$ cat src/rtl/ppm_clock_encoder.sv
module ppm_clock_encoder #(
  parameter int TICKS_PER_BIT = 8
) (
  input  logic clk,
  input  logic rst_n,
  input  logic en,
  input  logic in_valid,
  output logic in_ready,
  input  logic in_data,
  output logic ppm_out
);
  localparam int CW   = $clog2(TICKS_PER_BIT);
  localparam int QTR  = TICKS_PER_BIT / 4;
  localparam int HALF = TICKS_PER_BIT / 2;
  localparam logic [CW-1:0] T_HALF  = CW'(HALF);
  localparam logic [CW-1:0] T_QTR   = CW'(QTR);
  localparam logic [CW-1:0] T_LATCH = CW'(QTR + HALF);
  localparam logic [CW-1:0] T_LAST  = CW'(TICKS_PER_BIT - 1);

  generate
    if (TICKS_PER_BIT < 4 || TICKS_PER_BIT % 4 != 0) begin : g_bad_ticks
      $error("TICKS_PER_BIT must be a multiple of 4, at least 4");
    end
  endgenerate

  logic [CW-1:0] tick;
  logic          sel;
  logic          lvl_ref, lvl_dly, lvl;

  // reference phase high in the first half; delayed phase starts a quarter later
  assign lvl_ref  = tick < T_HALF;
  assign lvl_dly  = (tick >= T_QTR) && (tick < T_LATCH);
  assign lvl      = sel ? lvl_dly : lvl_ref;
  // both phases are low from T_LATCH to the end of the period
  assign in_ready = en && (tick == T_LATCH);

  always_ff @(posedge clk) begin
    if (!rst_n) begin
      tick    <= '0;
      sel     <= 1'b0;
      ppm_out <= 1'b0;
    end else if (!en) begin
      tick    <= '0;
      sel     <= 1'b0;
      ppm_out <= 1'b0;
    end else begin
      tick    <= (tick == T_LAST) ? '0 : tick + 1'b1;
      ppm_out <= lvl;
      if (in_ready) sel <= in_valid & in_data;
    end
  end
endmodule

$ cat config.mk
export PLATFORM = sky130hd
export DESIGN_NAME = ppm_clock_encoder
export DESIGN_NICKNAME = d
export VERILOG_FILES = /design/src/rtl/ppm_clock_encoder.sv
export SDC_FILE = /design/constraint.sdc
export NUM_CORES = 1
export LEC_CHECK = 0
export BUFFER_PORTS_ARGS = -buffer_cell sky130_fd_sc_hd__buf_2
export CAP_MARGIN = 20
export CORE_AREA = 4 4 41 43
export DETAILED_ROUTE_END_ITERATION = 8
export DIE_AREA = 0 0 45 47
export SLEW_MARGIN = 30
export SYNTH_ARGS = -nofsm -noshare
export SYNTH_HDL_FRONTEND = slang
export SYNTH_SLANG_ARGS = --single-unit
$ cat constraint.sdc
create_clock -name clk -period 1.84 [get_ports clk]
set_clock_uncertainty 0.2 [all_clocks]
set_input_delay 0.276 -clock clk [delete_from_list [all_inputs] [get_ports clk]]
set_output_delay 0.276 -clock clk [all_outputs]
set_load 0.005 [all_outputs]
==> flow_summary.json, run 1 <==
{
  "status": "complete, no violations",
  "vias": 156,
  "wl_per_cell_um": 8.023,
  "cts_buffer_depth": 2,
  "cts.clk_slew.worst_paths_ps": 40,
  "setup_violations": 0,
  "ys_seq_area_share_pct": 50.31,
  "finalHoldViolations": 0,
  "route.detailed.drc": 0,
  "peakVddDrop_uv": 136.6,
  "grt_antenna_before_repair": 0,
  "portBuffers": 6,
  "synth_nets": 25,
  "avgSynthCellArea_um2": 11.05,
  "p_seq_share_pct": 45.5,
  "fin_crit_sh_pct": 77.75,
  "syn_to_final_growth_pct": 37.74,
  "cp_top_family": "flip-flops",
  "cts_max_level": 1,
  "ios": 7,
  "cpMaxStageDelayCell": "dfxtp_1",
  "combPwrFrac_pct": 4.5,
  "cp.arrival_ps": 950,
  "ys_types": 11,
  "cts_hold_buf": 0,
  "ctsResizeCount": 0,
  "viasPerCell": 3.628,
  "setup_tns_ps": 0,
  "p_clk_share_pct": 50.0,
  "cts_root_buf": "clkbuf_4",
  "drtPass1Iterations": 1,
  "cts.sinks": 5,
  "dieWidth_um": 45,
  "ys_warn_count": 0,
  "drt_iter0_markers": 0,
  "die_h_um": 47,
  "grt_max_degree": 6,
  "crit_path_start_kind": "flop",
  "final_common_cell": "buf_2",
  "leakagePower_nw": 0.1254,
  "endpoint_kind": "primary output",
  "coreArea_um2": 1301,
  "slowest_delay_ps": 320,
  "synth-seq-cells": 5,
  "slew_headroom_pct": 87.52,
  "num-nets-final": 36,
  "drive_gt1_share_pct": 35.71,
  "core.rowCount": 13,
  "crit_buf_inv": 1,
  "routed_wl_um": 345,
  "numCtsBuffers": 3,
  "crit_chain": "and4b_2 > buf_2",
  "netSwitchingFraction_pct": 19.72,
  "die_area_um2": 2115,
  "grt_pass1_wl_um": 531,
  "crit_type": "flop to primary output",
  "netlist_area_um2": 198.9,
  "worst_ep_required_time_ps": 1360,
  "grt.total_usage_pct": 4.430,
  "path_max_fanout": 3,
  "period_needed_ps": 1431,
  "r2r_slack_ps": 630,
  "diodes": 0,
  "gp_congestion": 0.6652,
  "p_int_w": 0.0002008,
  "p_per_area_nw_per_um2": 912.7,
  "netSwitchingPower_w": 0.00004932,
  "syn_inst": 18,
  "grt_overflow": 0,
  "ant_nets": 0,
  "tightest_slew_ps": 186.7,
  "final_max_slew_viol_count": 0,
  "mostFrequentLayoutCells": "buf_2, dfxtp_1, clkbuf_4",
  "initial_core_util_pct": 15.29,
  "instances_no_fill": 43,
  "drv_cap": 0,
  "cts_tree": "done",
  "fmax_mhz": 699.0,
  "grt_pass1_vias": 155,
  "cts_setup_buffers": 0,
  "hp-class": "primary input to flop",
  "clkLatencyLatePin_ps": 240,
  "rsz0062_at_grt": "false",
  "dp.cells": 39
}
-- power groups by stage --
stage	registers [W]	logic, W	clock network [W]
floorplan	0.000116	0.00000521	0
global placement	0.000116	0.0000114	0
detailed placement	0.000116	0.0000114	0
CTS	0.000114	0.0000117	0.000131
global route	0.000114	0.0000128	0.000139
finish	0.000114	0.0000113	0.000125
-- kinds of logic after synthesis --
group                      synth area share (%)
xor gates and xnor gates                  4.403
adders and majority gates                 12.58
DFF                                       50.32
muxes                                     5.032
and+or+nand+nor                           27.67
-- sequential cells by signal (all words and copies together) (netlist names) --
register and flops:
tick 3, ppm_out 1, sel 1
-- Yosys cell counts --
cell / number / share of area, %
mux2i_1: 1 / 5.0
ha_1: 2 / 13
nor2_1: 2 / 3.8
and2_1: 1 / 3.1
nand2_1: 1 / 1.9
dfxtp_1: 5 / 50
and4b_2: 1 / 5.7
xnor2_1: 1 / 4.4
nand2b_1: 1 / 3.1
nor3b_1: 2 / 7.5
nor3_1: 1 / 2.5
-- final cells by class --
type / count / area (µm²)
clock buffer: 4 / 26.28
fill: 155 / 1027
multi-input combinational: 13 / 98.84
sequential: 5 / 100.1
tap: 15 / 18.77
timing repair buffer: 6 / 30.03
-- tightest hold or removal path: stages --
cell and delay (ps):
buf_2 70, nand2_1 120, nor2_1 120
-- final timing paths --
kind	endpoint	start	cells past startpoint
setup / recovery	in_ready	tick[0]	2
hold / removal	ppm_out	rst_n	3
setup reg to reg	tick[2]	tick[0]	3
hold reg to reg	tick[0]	tick[0]	1
-- stage by stage --
stage | power (W) | hold WS [ps] | util (%) | setup slack (ps) | cell area, µm²
floorplan | 0.0001207 | 223.5 | - | 663.5 | 198.9
global placement | 0.0001270 | 249.6 | 19.04 | 616.3 | 247.7
detailed placement | 0.0001271 | 251.1 | 19.04 | 616.0 | 247.7
CTS | 0.0002567 | 185.1 | 21.06 | 387.5 | 274.0
global route | 0.0002661 | 199.7 | 21.06 | 337.2 | 274.0
finish | 0.0002501 | 187.0 | 21.06 | 409.5 | 274.0
-- metal layers --
metal / vias up / global-route usage [%] / part of all wire [%] / wire [µm]
li1: 81 / - / - / -
met1: 66 / 3.425 / 37 / 128
met2: 7 / 4.802 / 43 / 149
met3: 2 / 4.598 / 17 / 57
met4: 0 / 7.018 / 2.6 / 9
met5: - / 0 / 0 / 0
Note: power is estimated with default switching activity, not from simulation.
==> run 2, diff against run 1 <==
--- a/config.mk
+++ b/config.mk
@@ -5,6 +5,7 @@
 export SDC_FILE = /design/constraint.sdc
 export NUM_CORES = 1
 export LEC_CHECK = 0
+export ABC_AREA = 1
 export BUFFER_PORTS_ARGS = -buffer_cell sky130_fd_sc_hd__buf_2
 export CAP_MARGIN = 20
 export CORE_AREA = 4 4 41 43
==> constraint.sdc (replaced) <==
create_clock -name clk -period 1.4 [get_ports clk]
set_clock_uncertainty 0.2 [all_clocks]
set_input_delay 0.21 -clock clk [delete_from_list [all_inputs] [get_ports clk]]
set_output_delay 0.21 -clock clk [all_outputs]
set_load 0.005 [all_outputs]
==> flow_summary.json, run 2 <==
{
  "grt.total_usage_pct": 5.217,
  "tightest_slew_ps": 112.5,
  "reg_top3": "tick x3, ppm_out x1, sel x1",
  "viasPerCell": 3.614,
  "cp.arrival_ps": 890,
  "synth_commonest_cells": "inv_1, nand2_1, dfxtp_1",
  "coreArea_um2": 1301,
  "initial_core_util_pct": 18.27,
  "worst_ep_required_time_ps": 990,
  "cts.clk_slew.worst_paths_ps": 40,
  "drtPass1Iterations": 2,
  "synth_top_area_share_pct": 42.11,
  "synth_ff_type": "dfxtp_1",
  "yosysMostFrequentCell": "inv_1",
  "rsz0062_at_grt": "false",
  "syn_to_final_growth_pct": 32.63,
  "die_area_um2": 2115,
  "synth_top_family_by_area": "simple AND/OR/NAND/NOR gates",
  "yosysTopAreaCell": "dfxtp_1",
  "grt_overflow": 0,
  "ant_nets": 0,
  "final_max_slew_viol_count": 0,
  "hpwl_um": 326.1,
  "instances_no_fill": 57,
  "synthAdderAreaFrac_pct": 10.53,
  "ys_seq_area_share_pct": 42.11,
  "cts_setup_buffers": 0,
  "cts.sinks": 5,
  "hold_slack_ps": 92.34,
  "synthXorXnorAreaFrac_pct": 0,
  "synth-simple-area-share_pct": 34.21,
  "drive_gt1_share_pct": 38.10,
  "numCtsBuffers": 3,
  "route.detailed.drc": 0,
  "ys_types": 9,
  "crit_path_start_kind": "flop",
  "leakagePower_nw": 0.1590,
  "slew_headroom_pct": 92.49,
  "die_h_um": 47,
  "ys_warn_count": 0,
  "grt_pass1_wl_um": 683,
  "dp.cells": 53,
  "async_flop_share_pct": 0,
  "vias": 206,
  "synth_mux_area_share_pct": 0,
  "synth_nets": 39,
  "gp_congestion": 0.6921,
  "clkLatencyLatePin_ps": 240,
  "setup_tns_ps": 0,
  "finalHoldViolations": 0,
  "cts_tree": "done",
  "synth_edf_count": 0,
  "wl_per_cell_um": 6.789,
  "synth-compound-area-share_pct": 2.105,
  "cts_buffer_depth": 2,
  "cts_max_level": 1,
  "avgSynthCellArea_um2": 7.429,
  "status": "complete, no violations",
  "cts_root_buf": "clkbuf_4",
  "final_common_cell": "inv_1",
  "routed_wl_um": 387,
  "ios": 7,
  "path_max_fanout": 4,
  "drv_cap": 0,
  "fmax_mhz": 768.0,
  "netlist_area_um2": 237.7,
  "peakVddDrop_uv": 531.0,
  "diodes": 0,
  "core.rowCount": 13,
  "crit_type": "flop to primary output",
  "num-nets-final": 50,
  "endpoint_kind": "primary output",
  "grt_antenna_before_repair": 0,
  "grt_pass1_vias": 175,
  "setup_violations": 0,
  "dieWidth_um": 45,
  "largest_register_ffs": 3,
  "period_needed_ps": 1302,
  "portBuffers": 6,
  "grt_max_degree": 5,
  "fin_crit_sh_pct": 93.00,
  "drt_iter0_markers": 3,
  "syn_inst": 32,
  "mostFrequentLayoutCells": "inv_1, nand2_1, buf_2, nor2_2, nor2_1",
  "synth-seq-cells": 5,
  "hp-class": "primary input to flop",
  "largest_register": "tick",
  "synthTopCellsByArea": "dfxtp_1, inv_1, ha_1",
  "p_per_area_nw_per_um2": 1080
}
run 2: power by group:
| group | switching [W] | internal (W) | leakage [nW] | total (W) |
|---|---|---|---|---|
| sequential | 0.00000311 | 0.000148 | 0.0417 | 0.000151 |
| clock | 0.0000589 | 0.000108 | 0.0150 | 0.000167 |
| combinational | 0.0000113 | 0.0000116 | 0.102 | 0.0000229 |
run 2: cell families after synthesis:
logic type               count (synthesis)
AO/OA/AOI/OAI                            1
adder cells (fa/ha/maj)                  2
flip-flops                               5
AND/OR/NAND/NOR                         17
buffers and inverters                    7
run 2: worst max-delay path: stages, from the launching register on:
cell and delay [ps]:
dfxtp_2 330, inv_1 50, nand2_1 50, nor2_2 100
buf_2 120
run 2: per-stage QoR:
stage          util (%)  worst slack (ps)  area [µm²]   power, W
3_5_place_dp      22.02             99.59       286.5  0.0001764
5_1_grt           24.23             3.057       315.3  0.0003718
6_report          24.23             97.96       315.3  0.0003404
4_1_cts           24.04             35.70       312.8  0.0003500
3_3_place_gp      22.02             101.6       286.5  0.0001759
2_1_floorplan         -             138.6       237.7  0.0001669
run 2: timing repair:
item,in CTS,in global routing
endpoints found under the setup margin,0,1
hold buffers,0,0
gates resized for setup,0,2
run 2: area by class of cell:
cell class              count  area (µm²)
clock buffers               4       26.28
well taps                  15       18.77
fillers                   151       985.9
repair buffers              6       30.03
multi-input cells          20       111.4
flip-flops and latches      5       102.6
inverters                   7       26.28
run 2: final timing paths:
kind               to    start  depth (start not counted)  slack (ps)
max          in_ready  tick[0]                          4         100
min               sel  in_data                          5          90
max reg2reg   tick[2]  tick[0]                          4         110
min reg2reg   tick[0]  tick[0]                          1         230
run 2: routing by layer:
layer,GRT usage [%],vias to the layer above,part of all wire (%)
li1,-,115,-
met1,4.556,86,40
met2,7.062,5,47
met3,6.897,0,13
met4,1.754,0,0
met5,0,-,0
